--- config.mk ---
export PLATFORM = sky130hd
export DESIGN_NAME = i2c_start_recover
export DESIGN_NICKNAME = d
export VERILOG_FILES = /design/src/rtl/i2c_start_recover_pkg.sv /design/src/rtl/i2c_line_sync.sv /design/src/rtl/i2c_phase_timer.sv /design/src/rtl/i2c_recover_seq.sv /design/src/rtl/i2c_start_recover.sv
export SDC_FILE = /design/constraint.sdc
export NUM_CORES = 1
export LEC_CHECK = 0
export BUFFER_PORTS_ARGS = -buffer_cell sky130_fd_sc_hd__buf_2
export CAP_MARGIN = 20
export CORE_ASPECT_RATIO = 1.75
export CORE_MARGIN = 2
export CORE_UTILIZATION = 42
export DETAILED_ROUTE_END_ITERATION = 16
export GPL_TIMING_DRIVEN = 0
export PLACE_DENSITY = 0.7
export SLEW_MARGIN = 20
export SYNTH_ARGS = -nofsm -noshare
export SYNTH_HDL_FRONTEND = slang
export SYNTH_SLANG_ARGS = --single-unit
--- constraint.sdc ---
create_clock -name clk -period 5 [get_ports clk]
set_input_delay 0.75 -clock clk [delete_from_list [all_inputs] [get_ports clk]]
set_output_delay 0.75 -clock clk [all_outputs]
set_load 0.05 [all_outputs]
--- src/rtl/i2c_start_recover_pkg.sv ---
package i2c_start_recover_pkg;

    // Smallest usable half-period: covers the two-flop synchronizer delay.
    localparam int unsigned MIN_HALF = 3;

    localparam logic [7:0] STAT_NONE       = 8'hF8;
    localparam logic [7:0] STAT_START_DONE = 8'h08;

    typedef enum logic [2:0] {
        ST_IDLE,    // both lines released, no ownership
        ST_CHECK,   // lines released, SDA sampled at end of phase
        ST_LO,      // recovery pulse, SCL low
        ST_HI,      // recovery pulse, SCL released
        ST_START,   // SDA low with SCL high
        ST_HELD     // START issued, both lines held low
    } seq_state_t;

    typedef struct packed {
        logic sda;
        logic scl;
    } bus_lines_t;

    function automatic logic pulls_sda(input seq_state_t s);
        return (s == ST_START) || (s == ST_HELD);
    endfunction

    function automatic logic pulls_scl(input seq_state_t s);
        return (s == ST_LO) || (s == ST_HELD);
    endfunction

endpackage

--- src/rtl/i2c_line_sync.sv ---
module i2c_line_sync #(
    parameter int unsigned WIDTH  = 2,
    parameter int unsigned STAGES = 2
) (
    input  logic             clk,
    input  logic             rst,
    input  logic [WIDTH-1:0] d,
    output logic [WIDTH-1:0] q
);
    logic [WIDTH-1:0] stage [STAGES];

    // Idle bus lines read high, so the chain resets to ones.
    always_ff @(posedge clk) begin
        if (rst) stage[0] <= '1;
        else     stage[0] <= d;
    end

    for (genvar i = 1; i < STAGES; i++) begin : g_stage
        always_ff @(posedge clk) begin
            if (rst) stage[i] <= '1;
            else     stage[i] <= stage[i-1];
        end
    end

    assign q = stage[STAGES-1];
endmodule

--- src/rtl/i2c_phase_timer.sv ---
module i2c_phase_timer
    import i2c_start_recover_pkg::*;
#(
    parameter int unsigned W = 8
) (
    input  logic         clk,
    input  logic         rst,
    input  logic         restart,
    input  logic [W-1:0] half_period,
    output logic         done
);
    logic [W-1:0] cnt;
    logic [W-1:0] last;

    assign last = (half_period < W'(MIN_HALF)) ? W'(MIN_HALF - 1) : half_period - W'(1);
    assign done = (cnt >= last);

    // Saturates at the last count so a waiting phase keeps done high.
    always_ff @(posedge clk) begin
        if (rst || restart) cnt <= '0;
        else if (!done)     cnt <= cnt + W'(1);
    end
endmodule

--- src/rtl/i2c_recover_seq.sv ---
module i2c_recover_seq
    import i2c_start_recover_pkg::*;
#(
    parameter int unsigned MAX_RETRY = 4
) (
    input  logic       clk,
    input  logic       rst,
    input  logic       start_req,
    input  logic       sda_s,
    input  logic       scl_s,
    input  logic       phase_done,
    output logic       phase_restart,
    output logic       accept,
    output logic       sda_oe,
    output logic       scl_oe,
    output logic [7:0] status,
    output logic       irq,
    output logic       timeout
);
    seq_state_t state, nstate;
    logic       second_pulse;
    logic       check_fail;
    logic       start_done;

    assign accept     = ((state == ST_IDLE) || (state == ST_HELD)) && start_req;
    assign check_fail = (state == ST_CHECK) && phase_done && scl_s && !sda_s;
    assign start_done = (state == ST_START) && phase_done;

    always_comb begin
        nstate = state;
        unique case (state)
            ST_IDLE, ST_HELD: if (start_req) nstate = ST_CHECK;
            ST_CHECK: if (phase_done && scl_s) nstate = sda_s ? ST_START : ST_LO;
            ST_LO:    if (phase_done) nstate = second_pulse ? ST_CHECK : ST_HI;
            ST_HI:    if (phase_done && scl_s) nstate = ST_LO;
            ST_START: if (phase_done) nstate = ST_HELD;
            default:  nstate = ST_IDLE;
        endcase
    end

    assign phase_restart = (nstate != state);

    always_ff @(posedge clk) begin
        if (rst) begin
            state        <= ST_IDLE;
            second_pulse <= 1'b0;
        end else begin
            state <= nstate;
            if (check_fail)
                second_pulse <= 1'b0;
            else if (state == ST_LO && phase_done)
                second_pulse <= !second_pulse;
        end
    end

    always_ff @(posedge clk) begin
        if (rst || accept) begin
            status <= STAT_NONE;
            irq    <= 1'b0;
        end else if (start_done) begin
            status <= STAT_START_DONE;
            irq    <= 1'b1;
        end
    end

    assign sda_oe = pulls_sda(state);
    assign scl_oe = pulls_scl(state);

    if (MAX_RETRY > 0) begin : g_limit
        localparam int unsigned RW = $clog2(MAX_RETRY + 1);
        logic [RW-1:0] fails;
        logic          to_r;
        always_ff @(posedge clk) begin
            if (rst || accept) begin
                fails <= '0;
                to_r  <= 1'b0;
            end else if (check_fail) begin
                if (fails != RW'(MAX_RETRY)) fails <= fails + RW'(1);
                if (int'(fails) + 1 >= int'(MAX_RETRY)) to_r <= 1'b1;
            end
        end
        assign timeout = to_r;
    end else begin : g_nolimit
        assign timeout = 1'b0;
    end
endmodule

--- src/rtl/i2c_start_recover.sv ---
module i2c_start_recover
    import i2c_start_recover_pkg::*;
#(
    parameter int unsigned HP_W      = 8,
    parameter int unsigned MAX_RETRY = 4
) (
    input  logic            clk,
    input  logic            rst,
    input  logic            start_req,
    input  logic [HP_W-1:0] half_period,
    input  logic            sda_in,
    input  logic            scl_in,
    output logic            sda_oe,
    output logic            scl_oe,
    output logic [7:0]      status,
    output logic            irq,
    output logic            timeout
);
    bus_lines_t raw_lines, seen_lines;
    logic       sda_s, scl_s;
    logic       phase_done, phase_restart, accept;

    assign raw_lines = '{sda: sda_in, scl: scl_in};

    i2c_line_sync #(.WIDTH(2), .STAGES(2)) u_sync (
        .clk (clk),
        .rst (rst),
        .d   (raw_lines),
        .q   (seen_lines)
    );

    assign sda_s = seen_lines.sda;
    assign scl_s = seen_lines.scl;

    i2c_phase_timer #(.W(HP_W)) u_timer (
        .clk         (clk),
        .rst         (rst),
        .restart     (phase_restart),
        .half_period (half_period),
        .done        (phase_done)
    );

    i2c_recover_seq #(.MAX_RETRY(MAX_RETRY)) u_seq (
        .clk           (clk),
        .rst           (rst),
        .start_req     (start_req),
        .sda_s         (sda_s),
        .scl_s         (scl_s),
        .phase_done    (phase_done),
        .phase_restart (phase_restart),
        .accept        (accept),
        .sda_oe        (sda_oe),
        .scl_oe        (scl_oe),
        .status        (status),
        .irq           (irq),
        .timeout       (timeout)
    );
endmodule

* Word level (Yosys, flattened, before mapping)
Memory sizes are Yosys's and may differ from the RTL's.
Index checks and enable logic that the tools add are counted.
** Cells by class
- Add/sub/neg operators :: 4
- Order comparisons :: 3
- Equal/unequal tests :: 7
- Muxes and demuxes :: 14
- Bitwise logic cells :: 2
- Reductions and logical operators :: 19
** Operator list (number)
- $ge A32 B4 Y1 const B :: 1
- $mux W3 :: 6
- $pmux W3 S5 :: 1
- $add A8 B1 Y8 const B :: 1
- $ge A8 B8 Y1 :: 1
- $lt A8 B2 Y1 const B :: 1
- $mux W8 :: 1
- $sub A8 B1 Y8 const B :: 1
- $logic_and A1 B1 Y1 :: 7
- $eq A3 B2 Y1 const B :: 2
- $eq A3 B3 Y1 const B :: 2
- $mux W2 :: 3
- $logic_or A1 B1 Y1 :: 5
- $add A3 B1 Y4 const B :: 1
- $reduce_and A2 Y1 :: 2
- $reduce_or A2 Y1 :: 2
- $add A3 B1 Y3 const B :: 1
- $eq A3 B1 Y1 const B :: 1
- $logic_not A3 Y1 :: 1
- $mux W1 :: 3
- $ne A3 B3 Y1 :: 1
- $ne A3 B3 Y1 const B :: 1
- $logic_not A1 Y1 :: 2
- $or A1 B1 Y1 :: 2
** Storage, ports and cells
- Flip-flop bits (word level) :: 21
- RAM bits :: 4
- Bits of input ports :: 13
- Logic and storage cells :: 57
- Memories kept :: 1
** Memories
- u_sync.stage :: depth 2, bits a word 2, rd ports 2, clocked after memory_dff 0, wr ports 2, line i2c_line_sync.sv:10 : logic [WIDTH-1:0] stage [STAGES];

* Longest topological paths before layout
Gate-level depths: netlist of run 1.
- Word-level depth :: 8
- Gate-level depth with buffers :: 12
- Gate-level depth less buffers :: 11

* Cells and area by module
A second synthesis of run 1 with hierarchy kept.
** Unflattened totals
- Cell total of the unflattened synthesis :: 181
- Area, all modules :: 1503.9 um^2
** Modules (own cells, without submodules)
- i2c_phase_timer :: instances 1, cells each 91, area an instance 715.7 um^2, seq. area each 160.2 um^2
- i2c_recover_seq :: instances 1, cells each 82, area an instance 683.2 um^2, seq. area each 200.2 um^2
- i2c_line_sync :: instances 1, cells each 8, area an instance 105.1 um^2, seq. area each 80.1 um^2

* Worst setup path after synthesis of run 1
OpenSTA, ideal clock, no wires.
- Kind :: input to register
- Start :: in half_period[0]
- End :: reg u_timer.cnt[7]
- Library setup time :: 0.079 ns
- Arrival time :: 3.188 ns
- Path slack :: 1.733 ns
- Stages on the path :: 10
- Path buffers :: 0
- Path through :: ha_1 > nor4_1 > nand2_1 > and2_1 > ha_1 > and3_1 > o21ai_2 > a31oi_4 > or4_1 > a211oi_2
** On the way
- Longest elaborated chain between the ends :: 8
** RTL lines
- from (decl) :: line i2c_start_recover.sv:10 : input logic [HP_W-1:0] half_period,
- $sub A8 B1 Y8 or $lt A8 B2 Y1 (tied branches) :: line i2c_phase_timer.sv:15 : assign last = (half_period < W'(MIN_HALF)) ? W'(MIN_HALF - 1) : half_period - W'(1);
- $mux W8 (*) :: line i2c_phase_timer.sv:15
- $ge A8 B8 Y1 (*) :: line i2c_phase_timer.sv:16 : assign done = (cnt >= last);
- $logic_and A1 B1 Y1 :: line i2c_recover_seq.sv:33, i2c_recover_seq.sv:35
- $mux W3 (on tied branches) :: line i2c_recover_seq.sv:35, i2c_recover_seq.sv:33
- $pmux W3 S5 :: line i2c_recover_seq.sv:31 : unique case (state)
- $ne A3 B3 Y1 :: line i2c_recover_seq.sv:41 : assign phase_restart = (nstate != state);
- $logic_or A1 B1 Y1 :: line i2c_phase_timer.sv:20 : if (rst || restart) cnt <= '0;
- to (signal assigned) :: line i2c_phase_timer.sv:21 : else if (!done) cnt <= cnt + W'(1);
- to (decl) :: line i2c_phase_timer.sv:12 : logic [W-1:0] cnt;
Mark *: on every way between the ends. The rest lies on a longest branch, timed or not.
A chain may end at the register's enable or synchronous reset.

* Final worst setup path of run 1
- Start :: in half_period[0]
- End :: reg u_seq.status[6]
** On the way
- Longest elaborated chain between the ends :: 4
** RTL lines
- $sub A8 B1 Y8 or $lt A8 B2 Y1 (tied branches) :: line i2c_phase_timer.sv:15
- $mux W8 (*) :: line i2c_phase_timer.sv:15
- $ge A8 B8 Y1 (*) :: line i2c_phase_timer.sv:16
- $logic_and A1 B1 Y1 (*) :: line i2c_recover_seq.sv:27 : assign start_done = (state == ST_START) && phase_done;
- to (signal assigned) :: line i2c_recover_seq.sv:58 : status <= STAT_NONE;
- to (signal assigned) :: line i2c_recover_seq.sv:61 : status <= STAT_START_DONE;
- to (decl) :: line i2c_recover_seq.sv:16 : output logic [7:0] status,
Marked as above.

==> key figures, run 1 <==
STA
  • Slew @ Worst Pin: ~0.76 ns
  • Final Setup Violations: 0
  • Setup TNS: 0 ns
  • Max-slew violations: 0
  • Rel. slew slack: 0.489
  • Crit share post-route: 0.712
  • Achievable Freq: ~0.28 GHz
  • Clock skew: about 0.0042 ns
  • Final Critical Period: roughly 3.6 ns
  • Hold Vio Cnt, Final: 0
  • Hold Worst Slack: roughly 0.41 ns
  • RSZ-0062 raised after global routing: false

Synth
  • Post-synth cell types: 48
  • Avg Cell Area, Syn: ~8.4 sq um
  • Syn. warnings: 0
  • Cell count after synthesis: between 150 and 200
  • Most used DFF post-synth: dfxtp_1
  • FFs w/ async S/R, synth: 0
  • Cell Area, Synth: between 0.0015 and 0.002 sq mm
  • Register area share after synthesis: 0.282
  • Yosys reg bits: 22
  • Post-synth EDFFs: 0

Clocking
  • Clock transition at the registers of the reported paths: 0.08 ns
  • Max clock buf depth: 2
  • Clock sinks: 22
  • Num CTS Buffers: 3
  • Root Buffer: clkbuf_8
  • Number of setup buffers added after CTS: 0
  • Clock Latency Late Sink: between 0.2 and 0.3 ns
  • CTS H-tree depth: 1
  • Hold buffers post-CTS: 0
  • CTS tree: built
  • CTS resizes: 0

Cells and area
  • Multi-input logic area: approximately 1000 sq um
  • Diode count: 0
  • Area grow syn2layout: 14.1%
  • Final Non-Filler Cells: 259
  • # fillers: ~370
  • Fraction of layout cells with a size suffix above 1: 0.235
  • Register area: roughly 440 sq um
  • Nets: 240
  • Most frequent cells in the layout: 22 x buf_2, 22 x dfxtp_1, 17 x nand2_1

Critical path
  • Worst r2r path cells: 8
  • CP required: 5.12 ns
  • Worst R2R Start: u_timer.cnt[0]$_SDFFE_PP0N_
  • R2r endpoint: u_seq.status[6]$_SDFFE_PP1P_
  • FF-to-FF setup slack: roughly 2.9 ns
  • Critical Path AT: 3.68 ns
  • CP peak stage delay: 0.58 ns
  • Crit path from: half_period[0]
  • Cell Chain, Critical Path: buf_2 > ha_1 > nor4_1 > nand2_1 > and2_1 > ha_1 > nor2b_1 > o211ai_2 > a31o_2 > buf_4 > a2111oi_2 > o21ai_0
  • Most frequent CP cell: ha_1
  • Crit-path max FO: 10
  • Kind of start point of the critical path: input pin
  • Slowest-stage cell, CP: nor4_1
  • CP endpoint kind: flip-flop
  • Crit Path Class: input pin to flip-flop

Power and ir drop
  • Sw Share: 0.263
  • Clock share of power: 0.353
  • Comb pwr share: 0.156
  • Int Pwr: 0.271 mW
  • Switching pwr: between 0.09 and 0.1 mW
  • PwrDens: just over 200 mW/mm^2
  • VDD IR max: about 0.18 mV
  • Flop pwr share: 0.491
  • Leak: approximately 0.69 nW

Worst hold path
  • Hold path depth: 1
  • Hold Crit Start: u_sync.stage[0][1]$_SDFF_PP1_
  • Worst hold path type: flip-flop to flip-flop
  • Hold path endpoint: u_sync.stage[1][1]$_SDFF_PP1_

Floorplanning
  • # rows: 29
  • # IOs: 25
  • Die Span Y: 84.7 um
  • Core area: around 0.0036 sq mm
  • Die area: approximately 0.0042 sq mm
  • Die W: 50.1 um
  • Initial Util: 0.435

Route
  • DR DRC count: 0
  • Drt pass-1 iters: 4
  • Wire per inst: 12.8 um
  • DR vias/cell: roughly 5.5
  • WL final: 3.32 mm
  • Routed vias: around 1,400
  • Starting DRT DRC Count: 28
  • Antenna Nets Post-Route: 0

Outcome
  • Run status: complete, no violations

Place
  • Port Buffers: 20
  • Final GP Congestion: around 0.86
  • Final HPWL DP: roughly 2.6 mm
  • Placed cell count: 255

Global route
  • Initial antenna violation count: 0
  • GRT Total Usage: 0.163
  • Largest net degree at the start of global routing: 13
  • Total gr overflow: 0
  • First-pass GRT wire length: between 5 and 6 mm
  • Vias in the first global route: approximately 1,300

Run
  • Max-Cap Viols: 0
==> cell type report <==
cell class	instances	area share
timing repair buffer	20	0.0561
inverter	11	0.0232
clock buffer	4	0.0309
sequential	22	0.247
buffer	15	0.0519
tap	46	0.0323
multi-input combinational	141	0.559
==> power groups by stage <==
stage	registers [mW]	logic, mW	clock network, mW
2_1_floorplan	0.185	0.0434	0
3_3_place_gp	0.185	0.0572	0
3_5_place_dp	0.185	0.0581	0
4_1_cts	0.181	0.0581	0.130
5_1_grt	0.182	0.0640	0.136
6_report	0.181	0.0575	0.130
==> flip-flops by register name (all words and copies together) (netlist names) <==
register and cells:
u_seq.timeout 1, u_seq.g_limit.fails 3, u_seq.status 1, u_seq.second_pulse 1
u_sync.stage 4, u_seq.state 3, u_seq.irq 1, u_timer.cnt 8
==> worst max path at each step <==
stage	endpoint	depth (start not counted)
4_1_cts	u_seq.status[6]$_SDFFE_PP1P_	12
5_1_grt	u_seq.status[6]$_SDFFE_PP1P_	12
3_5_place_dp	u_seq.status[6]$_SDFFE_PP1P_	12
6_report	u_seq.status[6]$_SDFFE_PP1P_	12
3_3_place_gp	u_seq.status[6]$_SDFFE_PP1P_	12
2_1_floorplan	u_timer.cnt[7]$_SDFFE_PP0N_	10
==> cells by family (layout without fill, tap and decap cells) <==
logic type      after synthesis  after routing  synth area share
flops                        22             22             0.282
other cells                   2              4           0.00481
mux                           3              3            0.0192
compound gates               56             56             0.277
fa+ha+maj                    13             13             0.104
buf+inv                      26             50            0.0857
simple gates                 61             61             0.205
xor+xnor                      4              4            0.0224
==> metrics by stage <==
step                total power, mW  cell area [sq um]  utilization  setup slack (ns)
detailed placement            0.243               1730        0.481              1.12
finish                        0.368               1780        0.496              1.44
floorplan                     0.228               1570            -              1.73
CTS                           0.369               1780        0.496              1.39
global placement              0.242               1730        0.481              1.15
global route                  0.381               1780        0.496              1.24
==> routing by layer <==
metal | global-route usage | share of wire | up-vias
met5 | 0 | 0 | -
met3 | 0.0160 | 0.025 | 8
li1 | - | - | 727
met2 | 0.307 | 0.55 | 27
met4 | 0.0833 | 0.024 | 0
met1 | 0.169 | 0.40 | 664
==> synth_stat cells (2+ instances only) <==
cell type | count | share of area
dfxtp_1 | 22 | 0.28
nand2_1 | 17 | 0.041
ha_1 | 13 | 0.10
a21oi_1 | 11 | 0.035
inv_1 | 11 | 0.026
a211oi_1 | 9 | 0.043
buf_4 | 9 | 0.043
o21ai_0 | 9 | 0.029
nor2_1 | 7 | 0.017
nor3_1 | 6 | 0.019
or3_1 | 6 | 0.024
o31ai_1 | 5 | 0.024
clkbuf_1 | 4 | 0.0096
nand3_1 | 4 | 0.013
or2_2 | 4 | 0.016
or4_1 | 4 | 0.019
and2_1 | 3 | 0.012
mux2i_1 | 3 | 0.019
o211ai_1 | 3 | 0.014
buf_2 | 2 | 0.0064
conb_1 | 2 | 0.0048
nand3b_1 | 2 | 0.0096
nand4_1 | 2 | 0.0080
nor2b_1 | 2 | 0.0080
o21a_1 | 2 | 0.0096
xnor2_1 | 2 | 0.011
xor2_1 | 2 | 0.011
==> worst max-delay path, delay by kind of cell <==
| kind | cells | cell delay (ns) |
|---|---|---|
| compound gates | 4 | 0.97 |
| fa+ha+maj | 2 | 0.47 |
| buf+inv | 2 | 0.29 |
| simple gates | 4 | 1.19 |
Power figures use the tool's default switching activity.
==> run 2, diff against run 1 <==
- ABC_AREA: unset -> 1
- clock period: 5 -> 3.57 ns (I/O delays scaled with it)
==> key figures, run 2 <==
Outcome
  • Run status: complete, no violations (unchanged)

Route
  • Drt pass-1 iters: 4 (unchanged)
  • DR vias/cell: 4.57 (was 5.51)
  • DR DRC count: 0 (unchanged)
  • Routed vias: 1,325 (was 1,426)
  • Antenna Nets Post-Route: 0 (unchanged)
  • Starting DRT DRC Count: 19 (was 28)
  • WL final: 2.61 mm (was 3.32 mm)
  • Wire per inst: 9.00 um (was 12.8 um)

Worst hold path
  • Worst hold path type: flip-flop to flip-flop (unchanged)
  • Hold Crit Start: u_sync.stage[0][0]$_SDFF_PP1_ (was u_sync.stage[0][1]$_SDFF_PP1_)
  • Hold path depth: 1 (unchanged)
  • Hold path endpoint: u_sync.stage[1][0]$_SDFF_PP1_ (was u_sync.stage[1][1]$_SDFF_PP1_)

Place
  • Placed cell count: 286 (was 255)
  • Final GP Congestion: 0.793 (was 0.858)
  • Pre-CTS setup slack: 0.412 ns (was 1.12 ns)
  • Port Buffers: 19 (was 20)
  • Area of placed instances: 0.00166 sq mm (was 0.00173 sq mm)
  • Final HPWL DP: 2.11 mm (was 2.61 mm)

Synth
  • Yosys reg bits: 22 (unchanged)
  • Register area share after synthesis: 0.293 (was 0.282)
  • Top cell type's share of synthesized area: 0.293 (was 0.282)
  • Cell accounting for the most synthesized area: dfxtp_1 (unchanged)
  • Post-synth cell types: 27 (was 48)
  • Cell Area, Synth: 0.00150 sq mm (was 0.00156 sq mm)
  • Cell count after synthesis: 220 (was 187)
  • Top cells by count, synth: 46 x nand2_1, 36 x inv_1, 28 x nor2_1, 22 x dfxtp_1, 16 x a21oi_1 (was 22 x dfxtp_1, 17 x nand2_1, 13 x ha_1, 11 x a21oi_1, 11 x inv_1)
  • FFs w/ async S/R, synth: 0 (unchanged)
  • Most used DFF post-synth: dfxtp_1 (unchanged)
  • Synth area leaders: dfxtp_1 29%, nand2_1 11%, ha_1 11% (was dfxtp_1 28%, ha_1 10%, a211oi_1 4.3%)
  • Count leader, synth: nand2_1 (was dfxtp_1)
  • Syn. warnings: 0 (unchanged)
  • Post-synth EDFFs: 0 (unchanged)
  • Avg Cell Area, Syn: 6.84 sq um (was 8.36 sq um)

STA
  • Setup TNS: 0 ns (unchanged)
  • Final Critical Period: 2.87 ns
  • Achievable Freq: roughly 0.35 GHz
  • Crit share post-route: 0.803
  • Final Setup Violations: 0 (unchanged)
  • Hold Vio Cnt, Final: 0 (unchanged)
  • RSZ-0062 raised after global routing: false (unchanged)
  • Hold Worst Slack: 0.412 ns (was 0.415 ns)
  • Clock skew: 0.00118 ns (was 0.00417 ns)
  • Rel. slew slack: 0.586 (was 0.489)
  • Max-slew violations: 0 (unchanged)
  • Slew @ Worst Pin: 0.616 ns (was 0.759 ns)
  • Final setup margin: 0.702 ns (was 1.44 ns)

Critical path
  • Crit Path Class: input pin to flip-flop (unchanged)
  • Most frequent CP cell: nand2_1 (was ha_1)
  • Worst R2R Start: u_timer.cnt[0]$_SDFFE_PP0N_ (unchanged)
  • Kind of start point of the critical path: input pin (unchanged)
  • Slowest-stage cell, CP: nor4_2 (was nor4_1)
  • CP bufs+invs: 2 (unchanged)
  • Top delay family on crit path: simple AND/OR/NAND/NOR gates (unchanged)
  • R2r endpoint: u_timer.cnt[4]$_SDFFE_PP0N_ (was u_seq.status[6]$_SDFFE_PP1P_)
  • CP required: 3.78 ns (was 5.12 ns)
  • CP peak stage delay: 0.47 ns (was 0.58 ns)
  • Worst r2r path cells: 15 (was 8)
  • CP endpoint kind: flip-flop (unchanged)
  • Crit-path max FO: 10 (unchanged)
  • Critical Path AT: 3.07 ns (was 3.68 ns)
  • Cell Chain, Critical Path: buf_2 > nor2_1 > nand2_1 > nor4_2 > inv_1 > nand3_1 > ha_1 > nand2_1 > nor2_1 > nor2_1 > nand2_1 > nand2_2 > nand2_4 > nand2_1 > nand2_1 > nand2_1 > nand2_1 > nor2_2 > nand3_4 > nor2_1 (was buf_2 > ha_1 > nor4_1 > nand2_1 > and2_1 > ha_1 > nor2b_1 > o211ai_2 > a31o_2 > buf_4 > a2111oi_2 > o21ai_0)
  • FF-to-FF setup slack: 1.71 ns (was 2.90 ns)

Clocking
  • CTS tree: built (unchanged)
  • CTS resizes: 0 (unchanged)
  • Hold buffers post-CTS: 0 (unchanged)
  • Number of setup buffers added after CTS: 0 (unchanged)
  • Num CTS Buffers: 3 (unchanged)
  • Clock sinks: 22 (unchanged)
  • Clock Latency Late Sink: 0.26 ns (about the same)
  • CTS H-tree depth: 1 (unchanged)
  • Max clock buf depth: 2 (unchanged)
  • Clock transition at the registers of the reported paths: 0.07 ns (was 0.08 ns)
  • Root Buffer: clkbuf_8 (unchanged)

Cells and area
  • Diode count: 0 (unchanged)
  • Largest registers: u_timer.cnt x8, u_sync.stage x4 (unchanged)
  • Final Non-Filler Cells: 290 (was 259)
  • Multi-input logic area: 872 sq um (was 996 sq um)
  • Area grow syn2layout: 14.2% (was 14.1%)
  • # fillers: 364 (was 371)
  • Most frequent cells in the layout: 46 x nand2_1, 36 x inv_1, 28 x nor2_1 (was 22 x buf_2, 22 x dfxtp_1, 17 x nand2_1)
  • Commonest non-fill, non-tap cell in the layout: nand2_1
  • Util after Layout: 0.506 (was 0.496)
  • Most flops, register: u_timer.cnt (unchanged)
  • Fraction of layout cells with a size suffix above 1: 0.200 (was 0.235)
  • Post-route cell area: 0.00172 sq mm (was 0.00178 sq mm)
  • Register area: 440 sq um (unchanged)
  • Nets: 272 (was 240)
  • Largest register FFs: 8 (unchanged)

Power and ir drop
  • Leak: 0.877 nW (was 0.693 nW)
  • Total power draw: 0.523 mW (was 0.368 mW)
  • PwrDens: 304 mW/mm^2 (was 207 mW/mm^2)
  • VDD IR max: 0.316 mV (was 0.185 mV)

Floorplanning
  • Die Span Y: 83.2 um (was 84.7 um)
  • Core area: 0.00340 sq mm (was 0.00359 sq mm)
  • # rows: 28 (was 29)
  • # IOs: 25 (unchanged)
  • Die W: 49.2 um (was 50.1 um)
  • Die area: 0.00409 sq mm (was 0.00424 sq mm)
  • Initial Util: 0.443 (was 0.435)

Global route
  • Total gr overflow: 0 (unchanged)
  • Initial antenna violation count: 0 (unchanged)
  • Largest net degree at the start of global routing: 13 (unchanged)
  • GRT Total Usage: 0.144 (was 0.163)
  • First-pass GRT wire length: 4.76 mm (was 5.55 mm)
  • Vias in the first global route: 1,212 (was 1,325)

Run
  • Max-Cap Viols: 0 (unchanged)
==> run 2: changes by cell type after synthesis, moves of 6 or more <==
cell      delta
inv_1       +25
or3_1        -6
nand3_1      +8
nor2_1      +21
nand2_1     +29
a211oi_1     -9
==> run 2: worst max path at each step <==
stage	start	to	slack, ns	cells after the start
after floorplan	half_period[3]	u_timer.cnt[7]$_SDFFE_PP0N_	0.94	20
after global placement	half_period[3]	u_timer.cnt[7]$_SDFFE_PP0N_	0.41	21
after detailed placement	half_period[3]	u_timer.cnt[4]$_SDFFE_PP0N_	0.41	20
after CTS	half_period[3]	u_timer.cnt[4]$_SDFFE_PP0N_	0.69	20
after global routing	half_period[3]	u_timer.cnt[6]$_SDFFE_PP0N_	0.28	18
final	half_period[3]	u_timer.cnt[4]$_SDFFE_PP0N_	0.70	20
==> run 2: per-layer routing <==
| metal | up-vias | routed length (um) | track usage |
|---|---|---|---|
| met5 | - | 0 | 0 |
| met4 | 0 | 55 | 0.0701 |
| met3 | 5 | 116 | 0.0234 |
| met2 | 27 | 1400 | 0.269 |
| met1 | 569 | 1040 | 0.149 |
| li1 | 724 | - | - |
==> run 2: layout make-up <==
cell class | instances | share of cell area
buffer | 8 | 0.0328
timing repair buffer | 19 | 0.0554
sequential | 22 | 0.256
tap | 45 | 0.0328
inverter | 38 | 0.0830
multi-input combinational | 154 | 0.508
clock buffer | 4 | 0.0320
==> run 2: cells by family (layout without fill, tap and decap cells) <==
kind of cell / after synthesis / count (layout) / synth area share
other cells: 2 / 4 / 0.00499
buf+inv: 46 / 69 / 0.132
flops: 22 / 22 / 0.293
compound gates: 25 / 25 / 0.0899
mux: 1 / 1 / 0.00749
fa+ha+maj: 13 / 13 / 0.108
xor+xnor: 7 / 7 / 0.0408
simple gates: 104 / 104 / 0.324
==> run 2: where the power goes <==
group | internal [mW] | leakage (nW) | total (mW) | switching [mW]
combinational | 0.0342 | 0.670 | 0.0888 | 0.0546
clock | 0.0984 | 0.0288 | 0.175 | 0.0770
sequential | 0.252 | 0.179 | 0.258 | 0.00651
